File: src/rtl/ddc_pkg.sv
// Package: shared types for the two-stage decade counter.
// Assumes: nothing beyond standard SystemVerilog.
package ddc_pkg;
    // What one stage does at the next clock edge, in priority order.
    typedef enum logic [1:0] {
        ACT_HOLD   = 2'd0,
        ACT_STEP   = 2'd1,
        ACT_CLEAR  = 2'd2,
        ACT_PRESET = 2'd3
    } stage_act_e;
endpackage

File: src/rtl/ddc_fall_detect.sv
// Module: ddc_fall_detect
// Gives a one-cycle pulse when the sampled level input goes from 1 to 0.
// Assumes: lvl_in is stable around rising clk edges (driven synchronously).
module ddc_fall_detect (
    input  logic clk,
    input  logic rst_n,
    input  logic lvl_in,
    output logic fall
);
    logic prev;

    // Remember the level seen at the last edge; cleared by reset.
    always_ff @(posedge clk) begin
        if (!rst_n) prev <= 1'b0;
        else        prev <= lvl_in;
    end

    // Falling edge: was high, now low.
    always_comb fall = prev & ~lvl_in;

    // the pulse never lasts two cycles in a row.
    a_r4_single_pulse: assert property (@(posedge clk) disable iff (!rst_n)
        fall |=> !fall);
endmodule

File: src/rtl/ddc_stage.sv
// Module: ddc_stage
// Modulo-MOD counter stage. Holds, steps, clears to 0 or loads PRESET
// as ordered by the decoded action.
// Assumes: MOD >= 2 and PRESET < MOD.
module ddc_stage
    import ddc_pkg::*;
#(
    parameter int MOD    = 5,
    parameter int PRESET = 4,
    localparam int W     = (MOD > 1) ? $clog2(MOD) : 1
) (
    input  logic         clk,
    input  logic         rst_n,
    input  stage_act_e   act,
    output logic [W-1:0] cnt
);
    localparam logic [W-1:0] LAST = W'(MOD - 1);
    localparam logic [W-1:0] LOAD = W'(PRESET);
    localparam logic [W-1:0] ONE  = W'(1);

    // Count state update under the decoded action.
    always_ff @(posedge clk) begin
        if (!rst_n) begin
            cnt <= '0;
        end else begin
            case (act)
                ACT_PRESET: cnt <= LOAD;
                ACT_CLEAR:  cnt <= '0;
                ACT_STEP:   cnt <= (cnt == LAST) ? '0 : cnt + ONE;
                default:    cnt <= cnt;
            endcase
        end
    end

    // reset leaves the stage at zero.
    a_r1_reset_zero: assert property (@(posedge clk)
        !rst_n |=> cnt == '0);
    // the stage never leaves its modulus range.
    a_r3_in_range: assert property (@(posedge clk) disable iff (!rst_n)
        cnt <= LAST);
    // a step moves to the successor, wrapping after the last state.
    a_r2_step: assert property (@(posedge clk) disable iff (!rst_n)
        act == ACT_STEP |=> cnt == (($past(cnt) == LAST) ? '0 : $past(cnt) + ONE));
    // without an action the count is kept.
    a_r4_hold: assert property (@(posedge clk) disable iff (!rst_n)
        act == ACT_HOLD |=> $stable(cnt));
endmodule

File: src/rtl/dual_decade_counter.sv
// Module: dual_decade_counter (top)
// Two-stage counter: a modulo-A_MOD stage on the low bits and a
// modulo-B_MOD stage on the high bits, each advanced by falling edges
// of its own count input. A gated clear and a gated preset (preset wins)
// act on both stages.
// Assumes: inputs change away from rising clk edges; with the default
// parameters the preset value A_PRESET/B_PRESET gives 1001.
module dual_decade_counter
    import ddc_pkg::*;
#(
    parameter int A_MOD    = 2,
    parameter int B_MOD    = 5,
    parameter int A_PRESET = 1,
    parameter int B_PRESET = 4
) (
    input  logic clk,
    input  logic rst_n,
    input  logic tick_a,
    input  logic tick_b,
    input  logic clr_a,
    input  logic clr_b,
    input  logic nine_a,
    input  logic nine_b,
    output logic [$clog2(A_MOD)+$clog2(B_MOD)-1:0] q_out
);
    localparam int AW = $clog2(A_MOD);
    localparam int BW = $clog2(B_MOD);
    localparam int QW = AW + BW;
    localparam logic [QW-1:0] NINE_VAL = {BW'(B_PRESET), AW'(A_PRESET)};

    logic          fall_a, fall_b;
    logic          clr_all, preset_all;
    stage_act_e    act_a, act_b;
    logic [AW-1:0] cnt_a;
    logic [BW-1:0] cnt_b;

    ddc_fall_detect u_edge_a (.clk(clk), .rst_n(rst_n), .lvl_in(tick_a), .fall(fall_a));
    ddc_fall_detect u_edge_b (.clk(clk), .rst_n(rst_n), .lvl_in(tick_b), .fall(fall_b));

    // Gate the clear and the preset from their two inputs each.
    always_comb begin
        clr_all    = clr_a & clr_b;
        preset_all = nine_a & nine_b;
    end

    // Per-stage action by priority: preset, then clear, then count edge.
    always_comb begin
        if (preset_all)   act_a = ACT_PRESET;
        else if (clr_all) act_a = ACT_CLEAR;
        else if (fall_a)  act_a = ACT_STEP;
        else              act_a = ACT_HOLD;
        if (preset_all)   act_b = ACT_PRESET;
        else if (clr_all) act_b = ACT_CLEAR;
        else if (fall_b)  act_b = ACT_STEP;
        else              act_b = ACT_HOLD;
    end

    ddc_stage #(.MOD(A_MOD), .PRESET(A_PRESET)) u_stage_a (
        .clk(clk), .rst_n(rst_n), .act(act_a), .cnt(cnt_a));
    ddc_stage #(.MOD(B_MOD), .PRESET(B_PRESET)) u_stage_b (
        .clk(clk), .rst_n(rst_n), .act(act_b), .cnt(cnt_b));

    // Output word: high stage above low stage.
    always_comb q_out = {cnt_b, cnt_a};

    // the preset loads nine whatever the clear and count inputs do.
    a_r6_preset_nine: assert property (@(posedge clk) disable iff (!rst_n)
        (nine_a && nine_b) |=> q_out == NINE_VAL);
    // the clear without the preset gives zero.
    a_r5_clear_zero: assert property (@(posedge clk) disable iff (!rst_n)
        (clr_a && clr_b && !(nine_a && nine_b)) |=> q_out == '0);
    // no edge and no gated control leaves the output unchanged.
    a_r4_quiet_stable: assert property (@(posedge clk) disable iff (!rst_n)
        (!fall_a && !fall_b && !(clr_a && clr_b) && !(nine_a && nine_b)) |=> $stable(q_out));
endmodule

File: config.mk
export PLATFORM = sky130hd
export DESIGN_NAME = dual_decade_counter
export DESIGN_NICKNAME = d
export VERILOG_FILES = /design/src/rtl/ddc_pkg.sv /design/src/rtl/ddc_fall_detect.sv /design/src/rtl/ddc_stage.sv /design/src/rtl/dual_decade_counter.sv
export SDC_FILE = /design/constraint.sdc
export NUM_CORES = 1
export LEC_CHECK = 0
export BUFFER_PORTS_ARGS = -buffer_cell sky130_fd_sc_hd__buf_2
export CAP_MARGIN = 5
export CORE_AREA = 2 2 39 41
export CTS_CLUSTER_DIAMETER = 40
export CTS_CLUSTER_SIZE = 24
export DETAILED_ROUTE_END_ITERATION = 7
export DIE_AREA = 0 0 41 43
export PLACE_DENSITY_LB_ADDON = 0.1
export SLEW_MARGIN = 20
export SYNTH_ARGS = -nofsm -noshare
export SYNTH_HDL_FRONTEND = slang
export SYNTH_SLANG_ARGS = --single-unit
File: constraint.sdc
create_clock -name clk -period 1.5 [get_ports clk]
set_clock_uncertainty 0.05 [all_clocks]
set_input_delay 0.3 -clock clk [delete_from_list [all_inputs] [get_ports clk]]
set_output_delay 0.3 -clock clk [all_outputs]
set_load 0.05 [all_outputs]
==> results of run 1 <==
## sequential cells by signal (all words and copies together) (netlist names)
name           cells
u_stage_b.cnt      3
u_edge_a.prev      1
u_edge_b.prev      1
u_stage_a.cnt      1
## power by group through the flow
stage          registers [uW]  clock network [uW]  logic [uW]
6_report                  175                 152        96.0
5_1_grt                   176                 172         107
3_5_place_dp              178                   0        97.2
3_3_place_gp              178                   0        97.4
4_1_cts                   175                 159        97.6
2_1_floorplan             189                   0        56.3
## cells in the final DEF (no fill, tap or decap), types with 2 or more instances in the layout
master    count
nand4b_1      2
ha_1          4
nand2_1       5
dfxtp_1       4
buf_2        11
inv_1         4
and2_1        3
clkbuf_4      3
nand3_1       2
a21boi_1      2
buf_4         4
dfxtp_2       2
## Yosys cell counts
cell,number,area (um2)
xnor2_1,1,8.760
nand2_2,1,6.260
o22ai_2,1,12.51
inv_1,4,15.01
a21boi_1,2,15.01
ha_1,4,50.05
nand2b_1,1,6.260
nor2_1,1,3.750
nand2_1,5,18.77
nand4b_1,2,17.52
o21ai_0,1,5.000
inv_2,1,3.750
nand3_1,2,10.01
mux2i_1,1,10.01
o21a_1,1,7.510
a21oi_1,1,5.000
mux2_4,1,15.01
dfxtp_1,6,120.1
and2_1,3,18.77
nor2b_1,1,6.260
buf_4,1,7.510
## how the worst max path moves through the flow
| stage | from | endpoint | slack, ns | depth (start not counted) |
|---|---|---|---|---|
| detailed placement | tick_b | u_stage_b.cnt[2] | -0.08 | 7 |
| finish | u_edge_b.prev | u_stage_b.cnt[2] | 0.13 | 6 |
| CTS | u_edge_b.prev | u_stage_b.cnt[2] | 0.11 | 6 |
| floorplan | tick_b | u_stage_b.cnt[2] | 0.03 | 6 |
| global placement | tick_b | u_stage_b.cnt[2] | -0.08 | 7 |
| global route | u_edge_b.prev | u_stage_b.cnt[2] | 0.05 | 6 |
## cells by family after synthesis
kind of cell | Yosys count
AND/OR/NAND/NOR | 16
buffers and inverters | 6
adder cells (fa/ha/maj) | 4
multiplexers | 2
XOR/XNOR | 1
flip-flops | 6
AO/OA/AOI/OAI | 6
## metrics by stage
stage          instances  hold slack (ns)  worst slack, ns  setup TNS (ns)  total power, uW
2_1_floorplan         41           0.3717          0.03053               0            245.6
5_1_grt               74           0.2232          0.04801               0            455.5
3_5_place_dp          71           0.4348         -0.07975        -0.08506            275.1
4_1_cts               74           0.2103           0.1109               0            432.1
6_report              74           0.2151           0.1295               0            422.5
3_3_place_gp          71           0.4330         -0.07689         -0.1034            275.5
## critical path, cell delays in order, from the launching register on
cell      delay [ns]
dfxtp_1         0.30
nand2b_1        0.07
o21a_1          0.19
inv_1           0.06
ha_1            0.18
mux2_4          0.31
o22ai_2         0.15
## per-layer routing
layer  track usage  vias to the layer above
li1              -                      170
met1        0.1190                      133
met2        0.1531                        9
met3       0.03141                        2
met4       0.08000                        0
met5             0                        -
## cell type report
cell class / instances / area share
multi-input combinational: 29 / 0.4459
sequential: 6 / 0.2526
timing repair buffer: 15 / 0.1753
clock buffer: 3 / 0.04639
tap: 16 / 0.04124
inverter: 5 / 0.03866
==> qor.csv, run 1 <==
stage,metric,value,unit
logic_synthesis,synth.avg_cell_area,8.850,um2
logic_synthesis,synth_compound_area_frac,0.1241,
power,p_sw,118.4,uW
critical_path,worst_ep_arrival_time,1.50,ns
critical_path,worstPathMaxFanout,2,
cts,ctsHoldBuffers,0,
drt,drt_pass1_iterations,4,
logic_synthesis,synthCells,41,
finish,area_growth,33.79,%
min_path,worstHoldEndpoint,u_edge_a.prev,
floorplanning,dieHeight,43,um
floorplanning,io-pin-count,12,
finish,final_core_util,0.3508,
finish,n_antenna_cell,0,
grt,grt_pass1_vias,316,
cts,cts_root_buf,clkbuf_4,
sta,slew_viol_final,0,
placed_design,port_buffers,11,
floorplanning,rows,14,
placed_design,placed_area,462.9,um2
drt,top_layer,met4,
logic_synthesis,synth_top_family_by_area,simple AND/OR/NAND/NOR gates,
critical_path,crit_required,1.63,ns
critical_path,critPathKind,reg2reg,
sta,grt_setup_unrepaired,no,
finish,stdcell_area,485.5,um2
drt,drt_iter0_markers,7,
floorplanning,start_util,0.2622,
critical_path,r2r_slack,0.13,ns
logic_synthesis,synth-simple-area-share,0.2414,
drt,routed_wl,664,um
cts,insertion_delay,0.25,ns
sta,hold_viol_final,0,
power,p_clk_frac,0.359,
logic_synthesis,synth_xor_area_frac,0.02414,
power,ir_worst_vdd,0.3929,mV
sta,max_slew_margin,0.8368,
critical_path,rr_startpoint,u_edge_b.prev,
finish,final_nets,72,
logic_synthesis,synth_seq_cells,6,
logic_synthesis,yosysWarnings,0,
flow_run,max-cap-violations,0,
grt,grt.overflow.total,0,
floorplanning,core_area,1384,um2
cts,numCtsBuffers,3,
logic_synthesis,synth_area,362.8,um2
power,power_density,870.3,nW/um2
power,power.share.switching,0.2803,
drt,wl_met1,319,um
finish,regArea,122.6,um2
drt,vias_per_cell,4.243,
floorplanning,die-area,1763,um2
cts,cts_setup_buffers,0,
cts,clk_pin_slew,0.05,ns
min_path,hp-start,tick_a,
grt,grt_usage,0.1044,
critical_path,critPathLaunchType,flop,
drt,post-route-drc-count,0,
finish,fillCellCount,158,
logic_synthesis,ys_seq_area_frac,0.3310,
sta,setup_violations,0,
placed_design,gp_congestion,0.6783,
grt,grt_max_degree,8,
drt,wl_per_cell,8.973,um
logic_synthesis,syn_nets,53,
critical_path,ff2ff_path_depth,6,
cts,cts_buffer_depth,2,
finish,multi_input_comb_area,216.5,um2
drt,vias,314,
floorplanning,die_w,41,um
drt,postRouteAntennaNets,0,
grt,antenna_found_initial,0,
power,sequentialPowerShare,0.414,
sta,fin_crit,1.371,ns
run_status,status,"complete, no violations",
sta,tightest_slew,0.2465,ns
critical_path,r2r-end,u_stage_b.cnt[2],
critical_path,crit_path_end_kind,flop,
cts,cts_sinks,6,
power,internal_power,304.1,uW
grt,grt_pass1_wl,1193,um
min_path,hold_depth,2,
cts,cts-htree-levels,1,
logic_synthesis,synth-adder-area-share,0.1379,
drt,wl_met2,291,um
logic_synthesis,yosysUniqueCellTypes,21,
sta,period_share,0.9137,
cts,cts-resized-gates,0,
finish,drive_gt1_frac,0.4138,
power,power_frac_comb,0.227,
logic_synthesis,synthMuxAreaShare,0.06897,
min_path,hold_path_class,in2reg,
cts,cts_tree,yes,
power,leakage,0.0002420,uW
sta,max_freq,0.7297,GHz
drt,wl_met3,35,um
(Power assumes the default switching activity.)
==> run 2, diff against run 1 <==
--- a/config.mk
+++ b/config.mk
@@ -6,7 +6,7 @@
 export NUM_CORES = 1
 export LEC_CHECK = 0
 export BUFFER_PORTS_ARGS = -buffer_cell sky130_fd_sc_hd__buf_2
-export CAP_MARGIN = 5
+export CAP_MARGIN = 40
 export CORE_AREA = 2 2 39 41
 export CTS_CLUSTER_DIAMETER = 40
 export CTS_CLUSTER_SIZE = 24
==> constraint.sdc (replaced) <==
create_clock -name clk -period 1.7 [get_ports clk]
set_clock_uncertainty 0.05 [all_clocks]
set_input_delay 0.34 -clock clk [delete_from_list [all_inputs] [get_ports clk]]
set_output_delay 0.34 -clock clk [all_outputs]
set_load 0.05 [all_outputs]
==> qor.csv, run 2 (same netlist as run 1, synthesis figures left out) <==
stage,metric,value,unit
critical_path,path_cells,nand2b_1 > o21a_1 > inv_1 > ha_1 > mux2_4 > o22ai_2,
placed_design,dp_cells,68,
critical_path,crit_required,1.84,ns
finish,area_growth,26.90,%
floorplanning,die-area,1763,um2
finish,drive_gt1_frac,0.3455,
drt,wl_met1,327,um
finish,top_register,u_stage_b.cnt,
run_status,status,"complete, no violations",
finish,fillCellCount,151,
finish,layout_commonest_cell,buf_2,
power,p_clk_frac,0.373,
floorplanning,rows,14,
finish,final_cells,71,
placed_design,port_buffers,11,
power,power_frac_comb,0.212,
critical_path,path_buf_inv,1,
grt,grt_pass1_vias,299,
drt,top_layer,met4,
critical_path,critPathLaunchType,flop,
power,sequentialPowerShare,0.415,
finish,mostFrequentLayoutCells,"11 x buf_2, 6 x dfxtp_1, 5 x nand2_1",
cts,insertion_delay,0.25,ns
power,internal_power,263.0,uW
grt,grt_max_degree,8,
drt,wl_met2,284,um
drt,postRouteAntennaNets,0,
critical_path,rr_startpoint,u_edge_b.prev,
floorplanning,core_area,1384,um2
critical_path,critPathKind,reg2reg,
cts,cts_root_buf,clkbuf_4,
critical_path,crit_path_top_delay_cell,mux2_4,
finish,n_antenna_cell,0,
floorplanning,start_util,0.2622,
drt,drt_pass1_iterations,4,
floorplanning,die_w,41,um
finish,largest_reg_flops,3,
cts,cts_sinks,6,
critical_path,worst_ep_arrival_time,1.53,ns
power,power.share.switching,0.2917,
drt,drt_iter0_markers,9,
sta,period_share,0.8222,
power,p_sw,108.3,uW
sta,slew_viol_final,0,
floorplanning,dieHeight,43,um
cts,cts-resized-gates,0,
finish,final_nets,69,
sta,tightest_slew,0.2474,ns
sta,grt_setup_unrepaired,no,
critical_path,crit_path_end_kind,flop,
sta,max_slew_margin,0.8362,
drt,vias,313,
grt,grt_pass1_wl,1145,um
placed_design,gp_congestion,0.6971,
power,leakage,0.0002265,uW
drt,vias_per_cell,4.408,
sta,max_freq,0.7155,GHz
sta,hold_viol_final,0,
cts,cts_tree,yes,
grt,antenna_found_initial,0,
sta,setup_violations,0,
power,power_density,806.5,nW/um2
cts,cts-htree-levels,1,
cts,ctsHoldBuffers,0,
flow_run,max-cap-violations,0,
critical_path,cpPeakStageDelay,0.31,ns
cts,clk_pin_slew,0.05,ns
sta,tns,0,ns
min_path,hp-start,tick_a,
cts,cts_buffer_depth,2,
critical_path,path_delay_family,compound AO/OA/AOI/OAI gates,
drt,post-route-drc-count,0,
critical_path,worstPathMaxFanout,3,
finish,stdcell_area,460.4,um2
floorplanning,io-pin-count,12,
drt,wl_met3,41,um
power,power,371.3,uW
sta,fin_crit,1.398,ns
cts,cts_setup_buffers,0,
grt,grt_usage,0.1005,
grt,grt.overflow.total,0,
critical_path,cp-startpoint,u_edge_b.prev,
power,ir_worst_vdd,0.3606,mV
drt,routed_wl,669,um
drt,wl_per_cell,9.423,um
placed_design,hpwl,520.8,um
placed_design,placed_area,437.9,um2
cts,numCtsBuffers,3,
min_path,hold_path_class,in2reg,
-- run 2: worst paths after layout --
kind | end | slack (ns) | cells after the start
setup reg to reg | u_stage_b.cnt[2] | 0.30 | 6
hold reg to reg | u_stage_b.cnt[1] | 0.45 | 2
hold / removal | u_edge_a.prev | 0.25 | 2
setup / recovery | u_stage_b.cnt[2] | 0.30 | 6
-- run 2: final cells by class --
type                    count  area, um2  area share
flip-flops and latches      6      120.1      0.2609
repair buffers             12      62.56      0.1359
well taps                  16      20.02     0.04348
inverters                   5      18.77     0.04076
multi-input cells          29      216.5      0.4701
clock buffers               3      22.52     0.04891
-- run 2: power by group through the flow --
| stage | Combinational, uW | Sequential (uW) | Clock (uW) |
|---|---|---|---|
| global placement | 79.5 | 157 | 0 |
| floorplan | 49.7 | 167 | 0 |
| global route | 87.6 | 155 | 149 |
| finish | 78.6 | 154 | 139 |
| CTS | 79.2 | 154 | 143 |
| detailed placement | 79.0 | 157 | 0 |
-- run 2: metal layers --
layer	track usage	vias up
li1	-	165
met1	0.1387	135
met2	0.1219	11
met3	0.03141	2
met4	0.08000	0
met5	0	-
-- run 2: stage by stage --
stage               hold WS, ns  utilization  setup WS (ns)
detailed placement       0.4510       0.3165        0.05755
floorplan                0.4117            -        0.05537
CTS                      0.2501       0.3327         0.2836
global placement         0.4539       0.3165        0.05906
global route             0.2737       0.3327         0.2397
finish                   0.2507       0.3327         0.3023
